`src/rtl/i2cm_pkg.sv`:
```
package i2cm_pkg;
  localparam int ADDR_W = 7;
  localparam int BYTE_W = ADDR_W + 1;
  localparam int CNT_W  = $clog2(BYTE_W + 1);

  typedef logic [ADDR_W-1:0] addr_t;

  localparam logic [7:0] CODE_WR_ACK = 8'h60;
  localparam logic [7:0] CODE_RD_ACK = 8'hA8;
  localparam logic [7:0] CODE_STOP   = 8'hA0;
  localparam logic [7:0] CODE_NONE   = 8'hF8;

  typedef enum logic [1:0] {PH_IDLE, PH_ADDR, PH_ACK, PH_ADDRESSED} phase_t;

  function automatic logic masked_hit(addr_t rx, addr_t own, addr_t msk);
    return &((rx ~^ own) | msk);
  endfunction
endpackage

```
`src/rtl/i2cm_line_sync.sv`:
```
module i2cm_line_sync #(
  parameter int STAGES = 2
) (
  input  logic clk,
  input  logic rst_n,
  input  logic pin,
  output logic lvl,
  output logic rise,
  output logic fall
);
  logic [STAGES-1:0] chain;
  logic prev;

  always_ff @(posedge clk or negedge rst_n) begin
    if (!rst_n) begin
      chain <= '1;
      prev  <= 1'b1;
    end else begin
      chain <= {chain[STAGES-2:0], pin};
      prev  <= chain[STAGES-1];
    end
  end

  assign lvl  = chain[STAGES-1];
  assign rise = lvl & ~prev;
  assign fall = ~lvl & prev;

  initial assert_stages_R4: assert (STAGES >= 2);
endmodule

```
`src/rtl/i2cm_addr_cmp.sv`:
```
module i2cm_addr_cmp
  import i2cm_pkg::*;
(
  input  addr_t rx,
  input  addr_t own,
  input  addr_t msk,
  output logic  hit
);
  logic [ADDR_W-1:0] bit_ok;

  for (genvar k = 0; k < ADDR_W; k++) begin : g_bit
    assign bit_ok[k] = (rx[k] == own[k]) | msk[k];
  end

  assign hit = &bit_ok;

  always_comb begin
    if (&msk) assert_full_mask_R3: assert (hit);
  end
endmodule

```
`src/rtl/i2cm_addr_fsm.sv`:
```
module i2cm_addr_fsm
  import i2cm_pkg::*;
(
  input  logic       clk,
  input  logic       rst_n,
  input  logic       scl_rise,
  input  logic       scl_fall,
  input  logic       sda_lvl,
  input  logic       start_ev,
  input  logic       stop_ev,
  input  logic       hit,
  input  logic       ack_en,
  input  logic       flag_clr,
  output addr_t      rx_addr,
  output logic       flag,
  output logic       hold,
  output logic [7:0] code,
  output logic       sda_low
);
  phase_t            phase;
  logic [BYTE_W-1:0] shreg;
  logic [CNT_W-1:0]  cnt;
  logic              byte_done;

  assign rx_addr   = shreg[BYTE_W-1:1];
  assign byte_done = (cnt == CNT_W'(BYTE_W));

  always_ff @(posedge clk or negedge rst_n) begin
    if (!rst_n) begin
      phase   <= PH_IDLE;
      shreg   <= '0;
      cnt     <= '0;
      flag    <= 1'b0;
      hold    <= 1'b0;
      code    <= CODE_NONE;
      sda_low <= 1'b0;
    end else begin
      if (flag_clr) begin
        flag <= 1'b0;
        hold <= 1'b0;
      end
      if (start_ev || stop_ev) begin
        if (phase == PH_ADDRESSED) begin
          flag <= 1'b1;
          hold <= 1'b0;
          code <= CODE_STOP;
        end
        phase   <= start_ev ? PH_ADDR : PH_IDLE;
        cnt     <= '0;
        sda_low <= 1'b0;
      end else begin
        case (phase)
          PH_ADDR: begin
            if (scl_rise && !byte_done) begin
              shreg <= {shreg[BYTE_W-2:0], sda_lvl};
              cnt   <= cnt + 1'b1;
            end else if (scl_fall && byte_done) begin
              if (hit && ack_en) begin
                sda_low <= 1'b1;
                flag    <= 1'b1;
                hold    <= 1'b1;
                code    <= shreg[0] ? CODE_RD_ACK : CODE_WR_ACK;
                phase   <= PH_ACK;
              end else begin
                phase <= PH_IDLE;
              end
            end
          end
          PH_ACK: begin
            if (scl_fall) begin
              sda_low <= 1'b0;
              phase   <= PH_ADDRESSED;
            end
          end
          default: ;
        endcase
      end
    end
  end

  assert_ack_on_hit_R6: assert property (@(posedge clk) disable iff (!rst_n)
    $rose(sda_low) |-> $past(hit && ack_en));
  assert_flag_code_R5: assert property (@(posedge clk) disable iff (!rst_n)
    flag |-> (code != CODE_NONE));
  assert_ack_stretched_R8: assert property (@(posedge clk) disable iff (!rst_n)
    $rose(sda_low) |-> hold);
endmodule

```
`src/rtl/i2c_masked_target.sv`:
```
module i2c_masked_target
  import i2cm_pkg::*;
#(
  parameter int SYNC_STAGES = 2
) (
  input  logic       clk,
  input  logic       rst_n,
  input  logic       scl_i,
  input  logic       sda_i,
  input  logic       gie_i,
  input  logic [1:0] reg_addr,
  input  logic       reg_we,
  input  logic [7:0] reg_wdata,
  output logic [7:0] reg_rdata,
  output logic       irq_o,
  output logic       scl_low_o,
  output logic       sda_low_o
);
  localparam logic [1:0] OFS_OWN = 2'd0, OFS_MASK = 2'd1, OFS_CTRL = 2'd2;
  localparam int FLAG_BIT = 7, ACKEN_BIT = 2, IEN_BIT = 0;

  logic [1:0] pin_vec, lvl_vec, rise_vec, fall_vec;
  assign pin_vec = {sda_i, scl_i};

  for (genvar i = 0; i < 2; i++) begin : g_sync
    i2cm_line_sync #(.STAGES(SYNC_STAGES)) u_sync (
      .clk(clk), .rst_n(rst_n), .pin(pin_vec[i]),
      .lvl(lvl_vec[i]), .rise(rise_vec[i]), .fall(fall_vec[i]));
  end

  logic start_ev, stop_ev;
  assign start_ev = fall_vec[1] & lvl_vec[0];
  assign stop_ev  = rise_vec[1] & lvl_vec[0];

  addr_t      own_q, mask_q, rx_addr;
  logic       ack_en_q, ien_q, hit, flag, hold, flag_clr;
  logic [7:0] code, status;

  always_ff @(posedge clk or negedge rst_n) begin
    if (!rst_n) begin
      own_q    <= '0;
      mask_q   <= '0;
      ack_en_q <= 1'b0;
      ien_q    <= 1'b0;
    end else if (reg_we) begin
      case (reg_addr)
        OFS_OWN:  own_q  <= reg_wdata[7:1];
        OFS_MASK: mask_q <= reg_wdata[7:1];
        OFS_CTRL: begin
          ack_en_q <= reg_wdata[ACKEN_BIT];
          ien_q    <= reg_wdata[IEN_BIT];
        end
        default: ;
      endcase
    end
  end

  assign flag_clr = reg_we && (reg_addr == OFS_CTRL) && reg_wdata[FLAG_BIT];

  i2cm_addr_cmp u_cmp (.rx(rx_addr), .own(own_q), .msk(mask_q), .hit(hit));

  i2cm_addr_fsm u_fsm (
    .clk(clk), .rst_n(rst_n),
    .scl_rise(rise_vec[0]), .scl_fall(fall_vec[0]), .sda_lvl(lvl_vec[1]),
    .start_ev(start_ev), .stop_ev(stop_ev),
    .hit(hit), .ack_en(ack_en_q), .flag_clr(flag_clr),
    .rx_addr(rx_addr), .flag(flag), .hold(hold), .code(code), .sda_low(sda_low_o));

  assign status    = flag ? code : CODE_NONE;
  assign scl_low_o = flag & hold;
  assign irq_o     = flag & ien_q & gie_i;

  always_comb begin
    case (reg_addr)
      OFS_OWN:  reg_rdata = {own_q, 1'b0};
      OFS_MASK: reg_rdata = {mask_q, 1'b0};
      OFS_CTRL: reg_rdata = {flag, 4'b0, ack_en_q, 1'b0, ien_q};
      default:  reg_rdata = status;
    endcase
  end

  assert_irq_needs_flag_R7: assert property (@(posedge clk) disable iff (!rst_n)
    irq_o |-> flag);
  assert_stretch_needs_flag_R8: assert property (@(posedge clk) disable iff (!rst_n)
    scl_low_o |-> flag);
  assert_mask_lsb_zero_R1: assert property (@(posedge clk) disable iff (!rst_n)
    (reg_addr == OFS_MASK) |-> !reg_rdata[0]);
  assert_no_stretch_on_stop_R9: assert property (@(posedge clk) disable iff (!rst_n)
    $rose(flag) && (status == CODE_STOP) |-> !scl_low_o);
endmodule

```
`config.mk`:
```
export PLATFORM = sky130hd
export DESIGN_NAME = i2c_masked_target
export DESIGN_NICKNAME = d
export VERILOG_FILES = /design/src/rtl/i2cm_pkg.sv /design/src/rtl/i2cm_line_sync.sv /design/src/rtl/i2cm_addr_cmp.sv /design/src/rtl/i2cm_addr_fsm.sv /design/src/rtl/i2c_masked_target.sv
export SDC_FILE = /design/constraint.sdc
export NUM_CORES = 1
export LEC_CHECK = 0
export CAP_MARGIN = 15
export CORE_MARGIN = 3
export CORE_UTILIZATION = 54
export CTS_CLUSTER_DIAMETER = 40
export DETAILED_ROUTE_END_ITERATION = 6
export PLACE_DENSITY = 0.78
export SYNTH_ARGS = -nofsm -noshare
export SYNTH_HDL_FRONTEND = slang
export SYNTH_SLANG_ARGS = --single-unit
```
`constraint.sdc`:
```
create_clock -name clk -period 2.1 [get_ports clk]
set_input_delay 0.315 -clock clk [delete_from_list [all_inputs] [get_ports clk]]
set_output_delay 0.315 -clock clk [all_outputs]
set_load 0.05 [all_outputs]
```
; ---- Yosys cells after proc, flatten, opt, wreduce, memory -nomap -nowiden
; Cells that the tools add are included.
[classes]
eq_ne = 19
bitwise = 21
div_mod_pow = 0
order_cmp = 0
mul = 0
shifts = 0
n_reduce_logical = 22
addsub = 1
mux = 39
[ops]
columns = operator, count
row1 = 2-to-1 mux 8 bit, 8
row2 = case mux 8 bit (3 select lines), 1
row3 = 2-to-1 mux 1 bit, 20
row4 = 2-to-1 mux 4 bit, 3
row5 = 2-to-1 mux 2 bit, 5
row6 = AND reduction 5 bit, 2
row7 = bitwise AND 1 bit, 9
row8 = != test 3 x 1 -> 1 bit (second input constant), 3
row9 = AND reduction 2 bit, 4
row10 = nonzero test 2 bit, 4
row11 = == test 1 bit, 7
row12 = bitwise OR 1 bit, 7
row13 = AND reduction 7 bit, 1
row14 = == test 2 bit (second input constant), 3
row15 = logical AND 1 bit, 5
row16 = NOT 1 bit, 5
row17 = adder 4 x 1 -> 4 bit (second input constant), 1
row18 = == test 2 x 1 -> 1 bit (second input constant), 2
row19 = == test 4 bit (second input constant), 1
row20 = case mux 2 bit (2 select lines), 1
row21 = AND reduction 4 bit, 1
row22 = != test 3 x 2 -> 1 bit (second input constant), 1
row23 = AND reduction 3 bit, 1
row24 = nonzero test 3 bit, 1
row25 = 6 further kinds, 6
[word_totals]
reg_bits = 47
rom_bits = 0
mem_count = 0
wordCells = 117
ramBits = 0
output_inout_bits = 11
in_bits = 16
latch_bits = 0

; ---- Depth between registers and ports, before layout
; Gate-level depths: netlist of the first run.
[depth]
word_depth = 9
depth_mapped = 9
ltp_nobuf = 7

; ---- Modules after synthesis
; From an unflattened synthesis of the first run, not the netlist that was laid out.
[unflattened]
hier_cells = 197
hier_area_um2 = 2260.9
[by_module_without_submodules]
columns = mod, n_inst, seq_area_each_um2, cells_each, area_each_um2
row1 = i2cm_addr_fsm, 1, 530.5, 100, 1111.1
row2 = i2c_masked_target, 1, 400.4, 75, 865.8
row3 = i2cm_line_sync, 2, 78.8, 5, 93.8
row4 = i2cm_addr_cmp, 1, 0.0, 12, 96.3

; ---- Least setup slack after synthesis of the first run
; OpenSTA, ideal clock, no wires.
[synth_timing]
path_kind = input to output
start = in reg_addr[0]
end = out reg_rdata[3]
required_ps = 1785
path_stages = 4
path_buffers = 2
arrival_time_ps = 2024
setup_slack_ps = -239
cell_sequence = clkbuf_1 > clkbuf_1 > mux2i_1 > o21ai_0
[synth_via]
elab_chain_cells = 2
elab_cells_between_ends = 4
cone_classes = 2 x eq/ne / 1 x mux / 1 x reduce/logical
[synth_rtl]
columns = item, line
row1 = from (decl), i2c_masked_target.sv:11  ; input logic [1:0] reg_addr,
row2 = == test 2 bit (tied with other cells), i2c_masked_target.sv:74  ; case (reg_addr)
row3 = case mux 8 bit (3 select lines) (*), i2c_masked_target.sv:74
row4 = to (decl), i2c_masked_target.sv:14  ; output logic [7:0] reg_rdata,
; Mark *: on every way between the ends. The rest lies on a longest branch, timed or not.

; ---- Worst setup path in the final report of the first run
[layout_timing]
start = reg u_fsm.phase[1]
end = reg u_fsm.shreg[7]
[layout_via]
elab_chain_cells = 2
[layout_rtl]
columns = item, line
row1 = from (decl), i2cm_addr_fsm.sv:20  ; phase_t phase;
row2 = from (signal assigned), i2cm_addr_fsm.sv:48  ; phase <= start_ev ? PH_ADDR : PH_IDLE;
row3 = == test 2 x 1 -> 1 bit, i2cm_addr_fsm.sv:52  ; case (phase)
row4 = AND reduction 3 bit (no source line), n/a
row5 = to (signal assigned), i2cm_addr_fsm.sv:55  ; shreg <= {shreg[BYTE_W-2:0], sda_lvl};
row6 = to (decl), i2cm_addr_fsm.sv:21  ; logic [BYTE_W-1:0] shreg;
; Every way passes these cells.
; A chain may end at the register's enable or synchronous reset.

==> summary.md, run 1 <==
| Metric | Value |
|---|---|
| Post-CTS Setup Bufs | 0 |
| Antenna-violating nets left | 0 |
| Die area | ~4600 um2 |
| CTS buffer count | 5 |
| Initial Utilization | about three fifths |
| Post-Place Worst Slack | approximately 0.19 ns |
| Most common cell in the netlist | dfrtp_1 |
| Htree depth | 2 |
| Reg2reg start | u_fsm.phase[1]$_DFFE_PN0P_ |
| Iter 0 DRT Violations | between 100 and 150 |
| Worst-path clk slew | about 0.08 ns |
| Synthesized Nets | 193 |
| Global-route wire length before repair | around 7100 um |
| Post-synth top flop | dfrtp_1 |
| WP data required | 2.29 ns |
| Arr. time, crit path | 2.17 ns |
| Initial antenna violation count | 0 |
| Worst Min Path Start | g_sync[1].u_sync.chain[0]$_DFF_PN1_ |
| Worst path max stage delay | between 0.4 and 0.5 ns |
| Met3 wire length | between 150 and 200 um |
| Via density | 5.77 |
| Pin count of the biggest net entering global routing | 20 |
| Synth area leaders | dfrtp_1 (40%), dfstp_2 (13%), mux2_2 (12%) |
| Clock latency on the worst-skew pair | 0.30 ns |
| Layout cells sized above 1 | about a third |
| GRT Total Usage | 21.4% |
| Synth cell types | 42 |
| Syn avg cell area | 12.1 um2 |
| EDFF count, synth | 0 |
| Fin Clk Skew | slightly above 0.006 ns |
| Worst-path cell chain | inv_1 -> ha_1 -> and4_2 -> nor2b_1 -> buf_4 -> mux2_2 |
| Fin crit period | 1.98 ns |
| Post-layout util | between 70% and 80% |
| Async set-reset flop share out of synthesis | 100% |
| Synth Warn # | 0 |
| Area Growth Syn to Fin | 26.1% |
| Top Layer Used | met4 |
| Worst Reg2Reg Path Length in Cells | 6 |
| P per Cell Area | 1030 nW/um2 |
| Pre-antenna DRT Iters | 4 |
| Routed vias | 1461 |
| Critical Path Sink Type | flip-flop |
| Critical Path Start Type | flip-flop |
| Cells after synthesis | 172 |
| Fmax | ~500 MHz |
| CP max stage cell | dfrtp_1 |
| Seq/Total Area, Yosys | a little over half |
| R2r setup slk | 0.12 ns |
| Crit Path Class | flip-flop to flip-flop |
| Final setup margin | around 0.12 ns |
| Sum of negative setup slack | 0 ns |
| Clock sink total | 43 |
| Peak supply drop | 0.697 mV |
| Routed met2 length | around 2200 um |
| Final HPWL DP | between 3000 and 4000 um |
| Most frequent cells after synthesis | dfrtp_1 (33), mux2_2 (23), nand2_1 (16) |
| CTS max path bufs | 2 |
| Cell Area, Synth | 2080 um2 |
| Status | finished clean |
| Overall power | 2.71 mW |
| Crit path max-delay family | simple AND/OR/NAND/NOR gates |
| Worst-Margin Slew | between 0.4 and 0.5 ns |
| I/O pin total | 27 |
| Die width | a little under 70 um |
| CTS tree | yes |
| Crit Reg-Reg Endpoint | u_fsm.shreg[7]$_DFFE_PN0P_ |
| Die height | roughly 70 um |
| Seq cells post-synth | 43 |
| RD Place Congestion | between 0.8 and 0.9 |
| Setup violations, final | 0 |
| Min-Delay Path Depth | 0 |
| I/O Buffers | 26 |
| Ant diodes | 0 |
| Root Buffer | clkbuf_8 |
| Final #Nets | ~230 |
| CP max FO | 9 |
| Yosys top cell by area | dfrtp_1 |
| Total Wirelength | 4360 um |
| Max-cap violation count | 0 |
| Crit share post-route | around 94% |
| Core ar. | between 3000 and 4000 um2 |
| Hold Path Sink | g_sync[1].u_sync.chain[1]$_DFF_PN1_ |
| Worst Hold Class | flip-flop to flip-flop |
| Residual DRC | 0 |
| Final hold violations | 0 |
| Lkg Pwr | about 1.2 nW |
| Fin. max-slew vios | 0 |
| RSZ-0062 raised after global routing | false |
| Remaining Overflow, GRT | 0 |
| Met1 wire length | about 1900 um |
| Rel. slew slack | around two thirds |
| Yosys top cell area share | about two fifths |
| CP Buf/Inv Count | 2 |
| Site Rows | 21 |
| Avg WL per Cell | approximately 17 um |
| Vias in the first global route | around 1500 |
[kinds of logic after synthesis]
logic type,share of synthesized area (%)
xor gates and xnor gates,4.62
muxes,16.4
and+or+nand+nor,13.3
DFF,52.2
buffers and inverters,2.70
AOI/OAI and AO/OA,7.80
adders and majority gates,3.00
[repair_timing]
action                     in CTS  in global routing
resized for setup               0                  1
setup endpoints to repair       0                  1
hold buffers                    1                  0
hold endpoints to repair       17                  0
[through the flow]
stage          hold slack (ns)  cell area (um2)  cells
2_1_floorplan           0.0194             2080    172
3_3_place_gp             0.263             2500    244
3_5_place_dp             0.271             2500    244
4_1_cts                  0.360             2630    253
5_1_grt                  0.366             2630    253
6_report                 0.359             2630    253
[worst max path at each step]
stage                               startpoint                          to  slack [ns]  cells after the start
finish              u_fsm.phase[1]$_DFFE_PN0P_  u_fsm.shreg[7]$_DFFE_PN0P_        0.12                      6
global route        u_fsm.phase[1]$_DFFE_PN0P_  u_fsm.shreg[7]$_DFFE_PN0P_        0.05                      6
CTS                       u_fsm.flag$_DFF_PN0_                   scl_low_o        0.05                      2
detailed placement  u_fsm.phase[1]$_DFFE_PN0P_  u_fsm.shreg[7]$_DFFE_PN0P_        0.19                      6
global placement      u_fsm.cnt[0]$_DFFE_PN0P_  u_fsm.shreg[6]$_DFFE_PN0P_        0.25                      7
floorplan                          reg_addr[0]                reg_rdata[3]        0.13                      4
[sequential cells by signal, summed over array words and instances, names as in the netlist]
| register | flops |
|---|---|
| ien_q | 1 |
| u_fsm.sda_low | 1 |
| u_fsm.shreg | 8 |
| u_fsm.hold | 1 |
| u_fsm.flag | 1 |
| own_q | 7 |
| u_fsm.phase | 2 |
| u_fsm.code | 4 |
| g_sync.u_sync.chain | 4 |
| g_sync.u_sync.prev | 2 |
| ack_en_q | 1 |
| u_fsm.cnt | 4 |
| mask_q | 7 |
[where the power goes]
group	switching, mW	total, mW	internal, mW
clock network	0.280	0.665	0.385
registers	0.149	1.14	0.987
logic	0.490	0.912	0.422
total	0.919	2.71	1.79
[cell type report]
type / instances / area [um2]
tap: 46 / 57.6
clock inverter: 2 / 35.0
inverter: 7 / 26.3
fill: 250 / 893
sequential: 43 / 1090
timing repair buffer: 34 / 398
clock buffer: 6 / 82.6
multi-input combinational: 115 / 940
[per-layer routing]
| layer | GRT usage [%] | vias up |
|---|---|---|
| met4 | 9.18 | 0 |
| li1 | - | 676 |
| met5 | 0 | - |
| met3 | 5.42 | 12 |
| met1 | 25.9 | 739 |
| met2 | 36.0 | 34 |
[cells in the final DEF, fill, tap and decap left out, types with 2 or more instances in the layout]
cell | netlist | final
nand2_1 | 16 | 16
mux2i_1 | 6 | 6
buf_4 | 0 | 8
o21ai_1 | 1 | 3
nand3_1 | 2 | 2
nor3_1 | 2 | 2
o221ai_1 | 3 | 3
clkbuf_8 | 0 | 6
ha_1 | 5 | 5
nor2_1 | 7 | 7
o21ai_0 | 5 | 3
nand3b_1 | 3 | 3
and3_1 | 2 | 2
inv_1 | 7 | 7
xnor2_1 | 8 | 8
dfstp_2 | 10 | 10
dfrtp_1 | 33 | 33
buf_12 | 0 | 8
xor2_1 | 3 | 3
nand2b_1 | 3 | 3
and2_1 | 2 | 2
mux2_2 | 23 | 23
o22ai_1 | 4 | 4
a21oi_1 | 2 | 2
clkdlybuf4s50_1 | 0 | 15
No activity file was read; power rests on OpenSTA's default activity.
==> inputs of run 2 (changes only) <==
--- a/config.mk
+++ b/config.mk
@@ -11,6 +11,7 @@
 export CTS_CLUSTER_DIAMETER = 40
 export DETAILED_ROUTE_END_ITERATION = 6
 export PLACE_DENSITY = 0.78
+export REMOVE_ABC_BUFFERS = 1
 export SYNTH_ARGS = -nofsm -noshare
 export SYNTH_HDL_FRONTEND = slang
 export SYNTH_SLANG_ARGS = --single-unit
==> run 2 against run 1 <==
Compared with the run above: critical path depth decreased by 4; combinational power decreased by 2%; maximum frequency decreased by 2.7%; worst setup slack got worse by 0.056 ns; first-iteration DRC count decreased by 34%; final cell count unchanged; die area unchanged; via count decreased by 2.4%; clock power decreased by 6.2%; register-to-register slack about the same.
==> summary.md, run 2 (same netlist as run 1, synthesis figures left out) <==
| Metric | Value |
|---|---|
| Die height | 68.1 um (unchanged) |
| Vias in the first global route | 1434 (-6.9%) |
| Worst-Margin Slew | 0.494 ns (-0.00222 ns) |
| Via density | 5.64 (-2.4%) |
| RSZ-0062 raised after global routing | false |
| FF/Latch Area | 1090 um2 (unchanged) |
| Status | finished clean |
| Worst-path clk slew | 0.08 ns (about the same) |
| Met3 Usage GRT | 4.11% (-1.3 points) |
| Fin crit period | 2.04 ns (+0.0556 ns) |
| Pin count of the biggest net entering global routing | 22 (+10%) |
| WP data required | 1.78 ns (-0.51 ns) |
| Core ar. | 3520 um2 (unchanged) |
| Fmax | 491 MHz (-2.7%) |
| Routed vias | 1426 (-2.4%) |
| Power Internal | 1.76 mW (-1.6%) |
| Crit share post-route | 97.1% (+2.6 points) |
| Critical Path Start Type | flip-flop |
| CTS tree | yes |
| Met1 GRT Util | 25.2% (-0.75 points) |
| Die area | 4640 um2 (unchanged) |
| Layout cells sized above 1 | 30.9% (-0.48 points) |
| Max reg flops | 8 (unchanged) |
| Critical Path Sink Type | primary output |
| Arr. time, crit path | 1.72 ns (-0.45 ns) |
| Net switching fraction of the power | 33.4% (-0.46 points) |
| Residual DRC | 0 (unchanged) |
| Clock share of power | 23.5% (-1.0 points) |
| Met2 usage | 33.9% (-2.0 points) |
| Peak supply drop | 0.783 mV (+12%) |
| Post-CTS Setup Bufs | 0 (unchanged) |
| Area Growth Syn to Fin | 26.2% (about the same) |
| Clock latency on the worst-skew pair | 0.29 ns (about the same) |
| Most flop-heavy register | u_fsm.shreg |
| Final hold violations | 0 (unchanged) |
| Post-placement cell area | 2510 um2 (+0.50%) |
| Fin Clk Skew | 0.00663 ns (+0.000569 ns) |
| Combinational share of power | 33.8% (+0.2 points) |
| CTS buffer count | 5 (unchanged) |
| Post-layout util | 74.7% (about the same) |
| Antenna-violating nets left | 0 (unchanged) |
| Die width | 68.1 um (unchanged) |
| Initial Utilization | 59.2% (unchanged) |
| Most frequent cells in the layout | dfrtp_1 (33), mux2_2 (23), nand2_1 (16), clkdlybuf4s50_1 (16), dfstp_2 (10) |
| Total Wirelength | 4090 um (-6.1%) |
| Htree depth | 2 (unchanged) |
| Crit Path Class | flip-flop to primary output |
| P per Cell Area | 1010 nW/um2 (-2.4%) |
| Iter 0 DRT Violations | 67 (-34%) |
| Final #Nets | 227 (unchanged) |
| Sum of negative setup slack | 0 ns (unchanged) |
| Footprint of the multi-input gates | 940 um2 (unchanged) |
| Layer with the highest usage | met2 |
| Global-route wire length before repair | 6760 um (-4.9%) |
| CTS max path bufs | 2 (unchanged) |
| Lkg Pwr | 1.14 nW (-2.1%) |
| Worst Hold Class | flip-flop to flip-flop |
| Regs by FF count | u_fsm.shreg (8), mask_q (7), own_q (7) |
| Root Buffer | clkbuf_8 |
| Final HPWL DP | 3090 um (-5.5%) |
| Site Rows | 21 (unchanged) |
| I/O Buffers | 26 (unchanged) |
| Commonest non-fill, non-tap cell in the layout | dfrtp_1 |
| Clock sink total | 43 (unchanged) |
| I/O pin total | 27 (unchanged) |
| Post-route cell area | 2630 um2 (about the same) |
| RD Place Congestion | 0.798 (-3.9%) |
| Sequential power share | 42.7% (+0.8 points) |
| Max-cap violation count | 0 (unchanged) |
| Initial antenna violation count | 0 (unchanged) |
| CP max FO | 7 (-2) |
| Ant diodes | 0 (unchanged) |
| Setup violations, final | 0 (unchanged) |
| Avg WL per Cell | 16.2 um (-6.1%) |
| Remaining Overflow, GRT | 0 (unchanged) |
| Fillcell total | 240 (-4.0%) |
| Pre-antenna DRT Iters | 4 (unchanged) |
| Fin. max-slew vios | 0 (unchanged) |
| GRT Total Usage | 19.9% (-1.5 points) |
| P_sw | 0.886 mW (-3.6%) |
| Rel. slew slack | 67.0% (+0.099 points) |
-- run 2: cell types whose count changed in the layout (fill, tap and decap cells not counted), sizes merged --
cell / before / now
dlymetal6s2s: 1 / 0
clkinvlp: 0 / 1
clkdlybuf4s50: 15 / 16
clkinv: 1 / 0
-- run 2: power by group through the flow --
stage | clock, mW | combinational (mW) | sequential [mW]
2_1_floorplan | 0 | 0.575 | 1.12
3_3_place_gp | 0 | 0.862 | 1.13
3_5_place_dp | 0 | 0.892 | 1.14
4_1_cts | 0.637 | 0.906 | 1.13
5_1_grt | 0.679 | 0.976 | 1.15
6_report | 0.624 | 0.895 | 1.13
-- run 2: critical path, cell delays in order (launching register included) --
cell	delay, ns
dfrtp_1	0.47
and2_1	0.17
clkdlybuf4s50_1	0.79
-- run 2: repair_timing --
item / 4_1_cts / 5_1_grt
endpoints found under the setup margin: 0 / 1
hold buffers: 1 / 0
gates resized for setup: 0 / 1
hold endpoints to repair: 15 / 0
-- run 2: cell type report --
cell class / instances / area share (%)
clock buffers: 6 / 2.76
clock inverters: 2 / 1.43
inverters: 7 / 0.999
multi-input cells: 115 / 35.7
flip-flops and latches: 43 / 41.4
well taps: 46 / 2.19
repair buffers: 34 / 15.5
-- run 2: final timing paths --
path	cells after the start	slack (ns)	to	startpoint
worst max register to register	7	0.13	u_fsm.shreg[3]$_DFFE_PN0P_	u_fsm.cnt[0]$_DFFE_PN0P_
min in group asynchronous	2	0.49	mask_q[2]$_DFFE_PN0P_	rst_n
max in group asynchronous	3	1.02	g_sync[1].u_sync.chain[1]$_DFF_PN1_	rst_n
worst min register to register	0	0.36	g_sync[0].u_sync.chain[1]$_DFF_PN1_	g_sync[0].u_sync.chain[0]$_DFF_PN1_
worst min-delay path	0	0.36	g_sync[0].u_sync.chain[1]$_DFF_PN1_	g_sync[0].u_sync.chain[0]$_DFF_PN1_
worst max-delay path	2	0.06	scl_low_o	u_fsm.flag$_DFF_PN0_
-- run 2: per-layer routing --
layer  up-vias  wire length (um)
li1        677                 -
met1       714              1840
met2        30              2030
met3         5               169
met4         0                55
met5         -                 0
-- run 2: per-stage QoR --
step / setup WS [ns] / power [mW] / instances / hold WS [ns]
after floorplan: 0.113 / 1.70 / 165 / 0.0194
after global placement: 0.141 / 1.99 / 244 / 0.275
after detailed placement: 0.139 / 2.04 / 244 / 0.279
after CTS: 0.0628 / 2.67 / 253 / 0.361
after global routing: 0.000634 / 2.81 / 253 / 0.367
final: 0.0614 / 2.65 / 253 / 0.359
==> inputs of run 3 (changes only) <==
--- a/config.mk
+++ b/config.mk
@@ -6,10 +6,12 @@
 export NUM_CORES = 1
 export LEC_CHECK = 0
 export CAP_MARGIN = 15
+export CORE_ASPECT_RATIO = 1.75
 export CORE_MARGIN = 3
 export CORE_UTILIZATION = 54
 export CTS_CLUSTER_DIAMETER = 40
 export DETAILED_ROUTE_END_ITERATION = 6
+export GPL_TIMING_DRIVEN = 0
 export PLACE_DENSITY = 0.78
 export REMOVE_ABC_BUFFERS = 1
 export SYNTH_ARGS = -nofsm -noshare
==> run 3 against run 2 <==
Compared with the run above: first-iteration DRC count down 46%; utilization decreased by 7.6 points; sequential power is essentially flat; cell area decreased by 6.5%; wire length shrank 1.0%; final cell count is 3.2% lower; maximum frequency rose by 4.4%; register-to-register slack better by 0.06 ns; highest routed layer unchanged.
==> summary.md, run 3 (same netlist as run 1, synthesis figures left out) <==
| Metric | Value |
|---|---|
| Setup violations, final | 0 (unchanged) |
| Fin. max-slew vios | 0 (unchanged) |
| P per Cell Area | 1000 nW/um2 (-0.51%) |
| Pin count of the biggest net entering global routing | 44 (+100%) |
| Worst-path cell chain | nand2b_1 -> nand3_1 -> o21ai_0 -> dlygate4sd2_1 |
| Sequential power share | 45.8% (+3.1 points) |
| Hold Slack | 0.157 ns (-0.202 ns) |
| Crit Path Class | flip-flop to primary output |
| P_sw | 0.872 mW (-1.6%) |
| GRT Total Usage | 19.9% (about the same) |
| Power Internal | 1.59 mW (-9.7%) |
| Final hold violations | 0 (unchanged) |
| Max reg flops | 8 (unchanged) |
| Inst Count DP | 237 (-2.9%) |
| Clock latency on the worst-skew pair | 0.30 ns (about the same) |
| Via density | 5.65 (+0.30%) |
| Crit path max-delay family | buffers and inverters |
| Fmax | 512 MHz (+4.4%) |
| Clock sink total | 43 (unchanged) |
| I/O Buffers | 26 (unchanged) |
| I/O pin total | 27 (unchanged) |
| Net switching fraction of the power | 35.4% (+1.9 points) |
| Total Wirelength | 4050 um (-1.0%) |
| Peak supply drop | 0.855 mV (+9.1%) |
| Routed vias | 1385 (-2.9%) |
| Critical Path Sink Type | primary output |
| CTS tree | yes |
| Fin crit period | 1.95 ns (-0.0863 ns) |
| Ant diodes | 0 (unchanged) |
| Core ar. | 3660 um2 (+4.1%) |
| Clock share of power | 21.9% (-1.6 points) |
| Final #Nets | 219 (-3.5%) |
| Antenna-violating nets left | 0 (unchanged) |
| Rel. slew slack | 37.0% (-30 points) |
| Global-route wire length before repair | 6790 um (+0.50%) |
| Final HPWL DP | 3070 um (-0.49%) |
| Initial antenna violation count | 0 (unchanged) |
| Layout cells sized above 1 | 26.1% (-4.8 points) |
| Post-CTS Setup Bufs | 0 (unchanged) |
| Status | finished clean |
| Worst Hold Class | primary input to async pin |
| Root Buffer | clkbuf_8 |
| Die height | 88.2 um (+29%) |
| Pre-antenna DRT Iters | 4 (unchanged) |
| Most flop-heavy register | u_fsm.shreg |
| Final non-filler cell total | 245 (-3.2%) |
| CTS buffer count | 5 (unchanged) |
| Initial Utilization | 56.9% (-2.3 points) |
| Crit share post-route | 93.0% (-4.1 points) |
| Die width | 53.0 um (-22%) |
| Iter 0 DRT Violations | 36 (-46%) |
| Max-cap violation count | 0 (unchanged) |
| Commonest non-fill, non-tap cell in the layout | dfrtp_1 |
| CP max FO | 2 (-5) |
| Htree depth | 2 (unchanged) |
| Combinational share of power | 32.3% (-1.5 points) |
| CP max stage cell | dlygate4sd2_1 |
| CTS max path bufs | 2 (unchanged) |
| RD Place Congestion | 0.785 (-1.7%) |
| Die area | 4670 um2 (+0.63%) |
| Site Rows | 29 (+38%) |
| Residual DRC | 0 (unchanged) |
| Area Growth Syn to Fin | 17.9% |
| Remaining Overflow, GRT | 0 (unchanged) |
| Arr. time, crit path | 1.64 ns (-0.08 ns) |
| Hold buffer count at cts | 0 (-1) |
| Critical Path Start Type | flip-flop |
| Worst-path clk slew | 0.08 ns (about the same) |
| Sum of negative setup slack | 0 ns (unchanged) |
| Worst path max stage delay | 0.55 ns (-0.24 ns) |
| Lkg Pwr | 1.12 nW (-2.0%) |
| WP data required | 1.78 ns (about the same) |
| Regs by FF count | u_fsm.shreg (8), mask_q (7), own_q (7) |
| Most frequent cells in the layout | dfrtp_1 (33), mux2_2 (23), nand2_1 (16) |
| Avg WL per Cell | 16.5 um (+2.2%) |
| CP Buf/Inv Count | 1 (unchanged) |
| Vias in the first global route | 1443 (+0.63%) |
| Fin Clk Skew | 0.00978 ns (+0.00315 ns) |
| Post-layout util | 67.1% (-7.6 points) |
| RSZ-0062 raised after global routing | false |
| Worst-Margin Slew | 0.945 ns (+0.451 ns) |
-- run 3: cell count changes in the layout (fill, tap and decap cells not counted), moves of 2 or more --
| cell | before | now |
|---|---|---|
| clkdlybuf4s50_1 | 16 | 13 |
| buf_12 | 9 | 0 |
| clkbuf_2 | 0 | 2 |
| buf_4 | 7 | 0 |
| dlymetal6s2s_1 | 0 | 3 |
| dlygate4sd2_1 | 0 | 5 |
-- run 3: worst reg2reg max path, cell delays in order, from the launching register on --
cell       delay (ns)
dfrtp_1          0.42
inv_1            0.07
ha_1             0.19
nand3b_4         0.11
a2111oi_4        0.41
nor2_2           0.13
or3_1            0.37
a21oi_1          0.13
-- run 3: worst paths after layout --
path	startpoint	end	slack (ns)	cells past startpoint
worst max-delay path	u_fsm.code[3]$_DFFE_PN1P_	reg_rdata[3]	0.15	4
worst min-delay path	rst_n	u_fsm.phase[0]$_DFFE_PN0P_	0.16	1
worst max register to register	u_fsm.cnt[0]$_DFFE_PN0P_	u_fsm.sda_low$_DFFE_PN0P_	0.19	7
worst min register to register	g_sync[0].u_sync.chain[0]$_DFF_PN1_	g_sync[0].u_sync.chain[1]$_DFF_PN1_	0.36	0
max in group asynchronous	rst_n	mask_q[2]$_DFFE_PN0P_	1.35	1
min in group clk	g_sync[0].u_sync.chain[0]$_DFF_PN1_	g_sync[0].u_sync.chain[1]$_DFF_PN1_	0.36	0
-- run 3: layer usage --
| metal | part of all wire (%) | up-vias | GRT usage, % |
|---|---|---|---|
| li1 | - | 655 | - |
| met1 | 38 | 701 | 22.1 |
| met2 | 56 | 19 | 34.6 |
| met3 | 2.7 | 10 | 4.60 |
| met4 | 3.6 | 0 | 9.77 |
| met5 | 0 | - | 0 |
-- run 3: layout make-up --
class	instances	area, um2
fillers	303	1210
repair buffers	26	248
flip-flops and latches	43	1090
inverters	7	26.3
multi-input cells	115	947
clock buffers	7	86.3
clock inverters	1	5.00
well taps	46	57.6
-- run 3: metrics by stage --
step | area (um2) | setup WS, ns | total power, mW
floorplan | 2050 | 0.113 | 1.70
global placement | 2370 | -0.622 | 1.92
detailed placement | 2370 | -0.633 | 1.97
CTS | 2450 | 0.00327 | 2.48
global route | 2460 | 0.0584 | 2.60
finish | 2460 | 0.148 | 2.47
-- run 3: power by group through the flow --
stage	Sequential, mW	Clock (mW)	Combinational [mW]
finish	1.13	0.539	0.797
global placement	1.13	0	0.787
global route	1.15	0.580	0.869
detailed placement	1.15	0	0.820
floorplan	1.12	0	0.575
CTS	1.13	0.546	0.807
-- run 3: repair_timing --
action	in CTS	in global routing
setup endpoints to repair	15	14
pin swaps	0	0
gates resized for setup	13	8
